File: config.mk
export PLATFORM = sky130hd
export DESIGN_NAME = flash_prog_ctrl
export DESIGN_NICKNAME = d
export VERILOG_FILES = /design/src/rtl/flash_prog_pkg.sv /design/src/rtl/flash_addr_ctr.sv /design/src/rtl/flash_byte_pack.sv /design/src/rtl/flash_tmo_timer.sv /design/src/rtl/flash_prog_ctrl.sv
export SDC_FILE = /design/constraint.sdc
export NUM_CORES = 1
export LEC_CHECK = 0
export ABC_AREA = 1
export ABC_CLOCK_PERIOD_IN_PS = 3900
export BUFFER_PORTS_ARGS = -buffer_cell sky130_fd_sc_hd__buf_2
export CORE_MARGIN = 2
export CORE_UTILIZATION = 37
export CTS_CLUSTER_DIAMETER = 200
export DETAILED_ROUTE_END_ITERATION = 8
export PLACE_DENSITY = 0.6
export SYNTH_ARGS = -nofsm -noshare
export SYNTH_HDL_FRONTEND = slang
export SYNTH_SLANG_ARGS = --single-unit
File: constraint.sdc
create_clock -name clk_i -period 3.9 [get_ports clk_i]
set_input_delay 0.78 -clock clk_i [delete_from_list [all_inputs] [get_ports clk_i]]
set_output_delay 0.78 -clock clk_i [all_outputs]
set_load 0.02 [all_outputs]
File: src/rtl/flash_prog_pkg.sv
package flash_prog_pkg;
  typedef enum logic [1:0] {
    ST_IDLE,
    ST_ERASE,
    ST_COLLECT,
    ST_PROG
  } fp_state_e;

  localparam logic [2:0] SEL_CTRL  = 3'd0;
  localparam logic [2:0] SEL_ADDRL = 3'd1;
  localparam logic [2:0] SEL_ADDRH = 3'd2;
  localparam logic [2:0] SEL_DATA  = 3'd3;
  localparam logic [2:0] SEL_TMO   = 3'd4;

  localparam int CTRL_ERASE_BIT = 0;
  localparam int CTRL_WRITE_BIT = 1;
endpackage

File: src/rtl/flash_addr_ctr.sv
module flash_addr_ctr #(
  parameter int ADDR_W = 14
) (
  input  logic              clk_i,
  input  logic              rst_ni,
  input  logic              we_lo_i,
  input  logic              we_hi_i,
  input  logic [7:0]        wdata_i,
  input  logic              inc_i,
  output logic [ADDR_W-1:0] addr_o
);
  localparam int HI_W = ADDR_W - 8;

  logic [ADDR_W-1:0] addr_q;

  always_ff @(posedge clk_i or negedge rst_ni) begin
    if (!rst_ni) begin
      addr_q <= '0;
    end else if (inc_i) begin
      addr_q <= addr_q + 1'b1;
    end else begin
      if (we_lo_i) addr_q[7:0]        <= wdata_i;
      if (we_hi_i) addr_q[ADDR_W-1:8] <= wdata_i[HI_W-1:0];
    end
  end

  assign addr_o = addr_q;
endmodule

File: src/rtl/flash_byte_pack.sv
module flash_byte_pack #(
  parameter int BYTE_W = 8
) (
  input  logic              clk_i,
  input  logic              rst_ni,
  input  logic              flush_i,
  input  logic              byte_we_i,
  input  logic [BYTE_W-1:0] byte_i,
  output logic              half_o,
  output logic              word_vld_o,
  output logic [2*BYTE_W-1:0] word_o
);
  logic [BYTE_W-1:0] lo_q;
  logic              half_q;

  always_ff @(posedge clk_i or negedge rst_ni) begin
    if (!rst_ni) begin
      lo_q   <= '0;
      half_q <= 1'b0;
    end else if (flush_i) begin
      half_q <= 1'b0;
    end else if (byte_we_i) begin
      if (!half_q) lo_q <= byte_i;
      half_q <= ~half_q;
    end
  end

  assign half_o     = half_q;
  assign word_vld_o = byte_we_i && half_q && !flush_i;
  assign word_o     = {byte_i, lo_q};
endmodule

File: src/rtl/flash_tmo_timer.sv
module flash_tmo_timer #(
  parameter int TMO_W = 8
) (
  input  logic             clk_i,
  input  logic             rst_ni,
  input  logic             run_i,
  input  logic [TMO_W-1:0] limit_i,
  output logic             expired_o
);
  logic [TMO_W-1:0] cnt_q;

  assign expired_o = run_i && (cnt_q == limit_i);

  always_ff @(posedge clk_i or negedge rst_ni) begin
    if (!rst_ni)         cnt_q <= '0;
    else if (!run_i)     cnt_q <= '0;
    else if (!expired_o) cnt_q <= cnt_q + 1'b1;
  end
endmodule

File: src/rtl/flash_prog_ctrl.sv
module flash_prog_ctrl
  import flash_prog_pkg::*;
#(
  parameter int              ADDR_W  = 14,
  parameter int              PG_LSB  = 9,
  parameter int              TMO_W   = 8,
  parameter logic [TMO_W-1:0] TMO_RST = 8'd100
) (
  input  logic              clk_i,
  input  logic              rst_ni,
  input  logic              reg_we_i,
  input  logic [2:0]        reg_sel_i,
  input  logic [7:0]        reg_wdata_i,
  output logic              busy_o,
  output logic              sw_busy_o,
  output logic              failed_o,
  output logic [ADDR_W-1:0] addr_o,
  output logic              fl_prog_o,
  output logic              fl_erase_o,
  output logic [ADDR_W-1:0] fl_addr_o,
  output logic [15:0]       fl_wdata_o,
  input  logic              fl_done_i
);
  localparam int BYTE_W = 8;
  localparam int WORD_W = 2 * BYTE_W;

  fp_state_e         state_q;
  logic              pend_wr_q;
  logic              failed_q;
  logic [TMO_W-1:0]  tmo_q;
  logic [WORD_W-1:0] wdata_q;

  logic idle, ctrl_we, start_erase, start_write, start;
  logic byte_we, half, word_vld, expired, addr_inc;
  logic [WORD_W-1:0] word;

  assign idle        = (state_q == ST_IDLE);
  assign ctrl_we     = reg_we_i && idle && (reg_sel_i == SEL_CTRL);
  assign start_erase = ctrl_we && reg_wdata_i[CTRL_ERASE_BIT];
  assign start_write = ctrl_we && reg_wdata_i[CTRL_WRITE_BIT];
  assign start       = start_erase || start_write;
  assign byte_we     = reg_we_i && (reg_sel_i == SEL_DATA) && (state_q == ST_COLLECT);
  assign addr_inc    = (state_q == ST_PROG) && fl_done_i;

  flash_addr_ctr #(.ADDR_W(ADDR_W)) u_addr (
    .clk_i   (clk_i),
    .rst_ni  (rst_ni),
    .we_lo_i (reg_we_i && idle && (reg_sel_i == SEL_ADDRL)),
    .we_hi_i (reg_we_i && idle && (reg_sel_i == SEL_ADDRH)),
    .wdata_i (reg_wdata_i),
    .inc_i   (addr_inc),
    .addr_o  (addr_o)
  );

  flash_byte_pack #(.BYTE_W(BYTE_W)) u_pack (
    .clk_i      (clk_i),
    .rst_ni     (rst_ni),
    .flush_i    (state_q != ST_COLLECT),
    .byte_we_i  (byte_we),
    .byte_i     (reg_wdata_i),
    .half_o     (half),
    .word_vld_o (word_vld),
    .word_o     (word)
  );

  flash_tmo_timer #(.TMO_W(TMO_W)) u_tmo (
    .clk_i     (clk_i),
    .rst_ni    (rst_ni),
    .run_i     ((state_q == ST_COLLECT) && !word_vld),
    .limit_i   (tmo_q),
    .expired_o (expired)
  );

  always_ff @(posedge clk_i or negedge rst_ni) begin
    if (!rst_ni) begin
      tmo_q <= TMO_RST;
    end else if (reg_we_i && idle && (reg_sel_i == SEL_TMO)) begin
      tmo_q <= reg_wdata_i[TMO_W-1:0];
    end
  end

  always_ff @(posedge clk_i or negedge rst_ni) begin
    if (!rst_ni) begin
      state_q   <= ST_IDLE;
      pend_wr_q <= 1'b0;
      failed_q  <= 1'b0;
      wdata_q   <= '0;
    end else begin
      unique case (state_q)
        ST_IDLE: begin
          if (start) failed_q <= 1'b0;
          pend_wr_q <= start_write;
          if (start_erase)      state_q <= ST_ERASE;
          else if (start_write) state_q <= ST_COLLECT;
        end
        ST_ERASE: if (fl_done_i) state_q <= pend_wr_q ? ST_COLLECT : ST_IDLE;
        ST_COLLECT: begin
          if (word_vld) begin
            wdata_q <= word;
            state_q <= ST_PROG;
          end else if (expired) begin
            failed_q <= half;  // abort only with a pair split by the gap
            state_q  <= ST_IDLE;
          end
        end
        ST_PROG: if (fl_done_i) state_q <= ST_COLLECT;
        default: state_q <= ST_IDLE;
      endcase
    end
  end

  assign busy_o     = !idle;
  assign sw_busy_o  = (state_q == ST_ERASE) || (state_q == ST_PROG);
  assign failed_o   = failed_q;
  assign fl_prog_o  = (state_q == ST_PROG);
  assign fl_erase_o = (state_q == ST_ERASE);
  assign fl_addr_o  = fl_erase_o ? {addr_o[ADDR_W-1:PG_LSB], {PG_LSB{1'b0}}} : addr_o;
  assign fl_wdata_o = wdata_q;
endmodule

==> impl_metrics.ini, run 1 <==
[clock_tree]
cts_max_level = 3
numCtsBuffers = 9
postCtsResizedCells = 0
root_buffer = clkbuf_8
clock_path_buffers = 2
clkSinkCount = 59
hold_buffers = 0
cts_setup_buffers = 0
clk-insertion-delay-late_ns = 0.34
cts_tree = yes
path_clk_slew_ns = 0.07

[flow_run]
max_cap_violations = 0

[synthesis]
seq_area_frac_synth = 0.4647
avgSynthCellArea_sq_um = 7.789
synthArstFlopShare = 1.000
syn_inst = 409
ys_warn_count = 0
synth.distinct_cells = 34
ys_seq_elements = 59
syn_area_sq_mm = 0.003186
synth-main-ff-cell = dfrtp_1
synth-edff-count = 0
syn_nets = 426

[global_routing]
grtUsageMet1 = 0.2313
grt-ovfl-total = 0
grt_pass1_wl_um = 13390
grt_pass1_vias = 2742
grt_busiest_layer = met2
track_usage = 0.1754
grt_util_met2 = 0.2901
antenna_found_initial = 0
grt_max_degree = 39
met3_usage = 0.04769

[sta]
clock_skew_ns = 0.005261
fin_crit_ns = 2.225
drv_slew = 0
finalSetupTns_ns = 0
slew_headroom = 0.4236
fmax_mhz = 449.5
setup_slack_ns = 1.675
rsz0062_at_grt = no
tightest_slew_ns = 0.8647
post-route-period-util = 0.5705
hold_viol = 0
setup_viol = 0

[power_and_ir_drop]
cellPowerDensity_mw_per_mm2 = 694.6
power_w = 0.002602
vdd_drop_max_mv = 0.3893
p_leak_nw = 2.010

[detailed_routing]
avgRoutedWirePerCell_um = 13.36
wl_um = 7746
routed_via_density = 4.771
vias = 2767
antenna_left = 0
firstDrtPassIters = 4
drc = 0
drt-initial-drc-count = 161

[worst_hold_path]
min_path_type = flip-flop to flip-flop

[final_layout]
stdcell_area_sq_mm = 0.003746
final_nets = 487
syn2layout_area_growth_pct = 17.60
final_cells = 580
drive_gt1_frac = 0.2211
diodes = 0

[floorplan]
rows = 33
io_pins = 64
dieArea_sq_mm = 0.009367
start_util = 0.3838
die_h_um = 96.79
core_area_sq_mm = 0.008299
fp.dieW_um = 96.79

[worst_setup_path]
crit_required_ns = 3.12
path_cells = inv_1 > nand2_1 > inv_2 > nor2_1 > buf_2
cpMaxStageDelayCell = dfrtp_1
crit_fanout = 10
critPathLaunchType = flip-flop
cpPeakStageDelay_ns = 0.54
critPathKind = flip-flop to output pin
worstPathArrival_ns = 1.44
critPathCaptureType = output pin

[placed_design]
place_area_sq_mm = 0.003546
io_buffers = 63
place_hpwl_um = 5847
gp_congestion = 0.8079
place_ws_ns = 1.452
dp_cells = 564

[outcome]
outcome = finished clean
-- Yosys cell counts, drive strengths merged, types with 2 or more instances --
cell type,number,area share
buf,12,0.027
nand2,130,0.16
ha,2,0.0079
xor2,9,0.025
a21oi,4,0.0063
dfstp,3,0.025
nand4,5,0.0098
xnor2,4,0.011
nand3,26,0.052
nor2,30,0.049
dfrtp,56,0.44
clkbuf,2,0.0027
o21bai,2,0.0047
o22ai,11,0.022
o21ai,36,0.059
nor3,4,0.0063
o211ai,4,0.0094
o221ai,2,0.0055
inv,64,0.075
-- sequential cells by signal, summed over array words and instances (netlist names) --
name and cells:
failed_o 1, u_addr.addr_o 14, state_q 2, pend_wr_q 1
tmo_q 8, u_tmo.cnt_q 8, u_pack.half_o 1, u_pack.lo_q 8
fl_wdata_o 16
-- layout make-up --
class	instances	area, sq um
clock inverter	7	76.32
sequential	59	1480
clock buffer	9	123.9
inverter	65	245.2
fill	835	4553
multi-input combinational	271	1366
timing repair buffer	64	322.8
tap	105	131.4
-- placed cells by master (no fill, tap or decap), drive strengths merged, types with 5 or more instances in the layout --
cell	n
inv	65
buf	64
nand3	26
nand2	130
nand4	5
o21ai	36
o22ai	11
nor2	30
clkbuf	9
dfrtp	56
xor2	9
-- final timing paths --
| path | end | cells after the start | startpoint | slack [ns] |
|---|---|---|---|---|
| min in group asynchronous | fl_wdata_o[0] | 1 | rst_ni | 0.55 |
| setup / recovery | fl_addr_o[5] | 5 | state_q[1] | 1.68 |
| max in group asynchronous | fl_wdata_o[13] | 2 | rst_ni | 2.53 |
| hold / removal | failed_o | 2 | failed_o | 0.47 |
| setup reg to reg | state_q[1] | 8 | state_q[0] | 2.01 |
| hold reg to reg | failed_o | 2 | failed_o | 0.47 |
-- critical path: cells and delay by family, from the launching register on --
family,cells,cell delay (ns)
DFF,1,0.54
and+or+nand+nor,2,0.20
buffers and inverters,3,0.37
-- per-layer routing --
metal	routed length (um)	vias to the layer above	share of wire
met5	0	-	0
met4	66	0	0.0085
met3	357	7	0.046
met2	3729	72	0.48
met1	3592	1268	0.46
li1	-	1420	-
-- logic make-up (layout without fill, tap and decap cells) --
logic type                 Yosys count  after routing  share of synthesized area
AOI/OAI and AO/OA                   60             60                     0.1092
xor gates and xnor gates            13             13                    0.03574
adders and majority gates            2              2                   0.007854
buffers and inverters               79            145                     0.1064
DFF                                 59             59                     0.4647
and+or+nand+nor                    196            196                     0.2761
-- per-stage QoR --
step	hold slack (ns)	utilization
floorplan	0.4494	-
global placement	0.4529	0.4273
detailed placement	0.4607	0.4273
CTS	0.4790	0.4514
global route	0.4980	0.4514
finish	0.4706	0.4514
-- where the power goes --
part | leakage [nW] | internal, W | switching [W] | total (W)
registers | 0.768 | 0.000805 | 0.000204 | 0.00101
logic | 1.15 | 0.000368 | 0.000663 | 0.00103
clock network | 0.0958 | 0.000298 | 0.000264 | 0.000562
total | 2.01 | 0.00147 | 0.00113 | 0.00260
Note: power is estimated with default switching activity, not from simulation.
==> run 2: changes to the inputs <==
Settings changed: ABC_CLOCK_PERIOD_IN_PS 3900 to 1900, PLACE_DENSITY 0.6 to 0.63.
Clock period 3.9 ns to 1.9 ns, I/O delays scaled along.
==> run 2 against run 1 <==
Against the previous run: global-route usage shrank 0.19 points; die area is the same; first-iteration DRC count shrank 24%; sequential cell count is the same.
==> impl_metrics.ini, run 2 (synthesis results as in run 1) <==
[clock_tree]
root_buffer = clkbuf_8
cts_setup_buffers = 0
path_clk_slew_ns = 0.07
cts_max_level = 3
clk-insertion-delay-late_ns = 0.35
clkSinkCount = 59
clock_path_buffers = 2
numCtsBuffers = 9
postCtsResizedCells = 0
cts_tree = yes
hold_buffers = 0

[final_layout]
final_cell_mix = nand2_1, buf_2, inv_1
mostFrequentLayoutCell = nand2_1
nFillCells = 873
syn2layout_area_growth_pct = 19.60
diodes = 0
largest_reg_flops = 16
final_nets = 494
final_cells = 587
drive_gt1_frac = 0.2324

[sta]
setup_slack_ns = 0.1280
fin_crit_ns = 1.772
setup_viol = 0
clock_skew_ns = 0.01411
finalSetupTns_ns = 0
post-route-period-util = 0.9326
fmax_mhz = 564.3
hold_viol = 0
tightest_slew_ns = 0.3336
drv_slew = 0
slew_headroom = 0.7776
rsz0062_at_grt = no

[worst_setup_path]
critPathLaunchType = flip-flop
crit_required_ns = 1.52
worstPathArrival_ns = 1.39
critPathCaptureType = output pin
critPathKind = flip-flop to output pin
crit_fanout = 10

[power_and_ir_drop]
cellPowerDensity_mw_per_mm2 = 1410
p_comb_frac = 0.397
vdd_drop_max_mv = 0.6781
swShare = 0.4300
p_seq_frac = 0.385
power_w = 0.005371
p_leak_nw = 2.043
p_switching_w = 0.002310
clkPwrFrac = 0.218
p_int_w = 0.003061

[detailed_routing]
antenna_left = 0
drt-initial-drc-count = 122
firstDrtPassIters = 4
routed_via_density = 4.804
avgRoutedWirePerCell_um = 13.36
wl_um = 7843
vias = 2820
drc = 0

[floorplan]
rows = 33
die_h_um = 96.79
dieArea_sq_mm = 0.009367
io_pins = 64
fp.dieW_um = 96.79
start_util = 0.3838
core_area_sq_mm = 0.008299

[global_routing]
grt_max_degree = 60
grt-ovfl-total = 0
grt_pass1_wl_um = 13170
track_usage = 0.1736
antenna_found_initial = 0
grt_pass1_vias = 2725

[flow_run]
max_cap_violations = 0

[placed_design]
place_ws_ns = 0.2312
dp_cells = 571
gp_congestion = 0.8350
place_hpwl_um = 5800
io_buffers = 63

[worst_hold_path]
min_path_type = input pin to async pin

[outcome]
outcome = finished clean
[run 2: final timing paths]
path                                  start                 to  slack (ns)  cells past startpoint
min in group clk_i           reg_wdata_i[7]   u_addr.addr_o[7]        0.35                      3
max reg2reg                u_addr.addr_o[0]  u_addr.addr_o[10]        0.25                     10
min reg2reg                   fl_wdata_o[6]      fl_wdata_o[6]        0.47                      2
max in group asynchronous            rst_ni           tmo_q[5]        1.55                      2
max                              state_q[1]       fl_addr_o[5]        0.13                      5
min                                  rst_ni     u_tmo.cnt_q[1]        0.02                      2
[run 2: cell type report]
cell class                 count  area [sq um]  area share
timing repair buffer          71         387.9      0.1018
tap                          105         131.4     0.03448
sequential                    59          1481      0.3888
clock buffer                  12         145.1     0.03810
multi-input combinational    271          1369      0.3593
inverter                      65         245.2     0.06437
clock inverter                 4         50.05     0.01314
[run 2: power by group through the flow]
| stage | registers [W] | logic [W] | clock network [W] |
|---|---|---|---|
| CTS | 0.00206 | 0.00215 | 0.00119 |
| global placement | 0.00207 | 0.00213 | 0 |
| detailed placement | 0.00208 | 0.00215 | 0 |
| global route | 0.00213 | 0.00240 | 0.00125 |
| floorplan | 0.00221 | 0.00139 | 0 |
| finish | 0.00207 | 0.00213 | 0.00117 |
[run 2: critical path, stage by stage, from the launching register on]
cell     delay (ns)
dfrtp_2        0.48
inv_1          0.09
nand2_1        0.10
inv_2          0.17
nor2_1         0.06
buf_2          0.15
[run 2: routing by layer]
metal / GRT usage / vias up / share of wire / routed length, um
met5: 0 / - / 0 / 0
met4: 0.05525 / 0 / 0.012 / 95
met3: 0.03829 / 11 / 0.056 / 440
met2: 0.2756 / 72 / 0.48 / 3751
met1: 0.2367 / 1311 / 0.45 / 3556
li1: - / 1426 / - / -
[run 2: per-stage QoR]
step | hold slack, ns | area (sq um) | util
CTS | 0.04313 | 3806 | 0.4586
floorplan | 0.08441 | 3186 | -
global route | 0.05628 | 3810 | 0.4591
global placement | 0.4175 | 3611 | 0.4351
detailed placement | 0.4201 | 3611 | 0.4351
finish | 0.02444 | 3810 | 0.4591
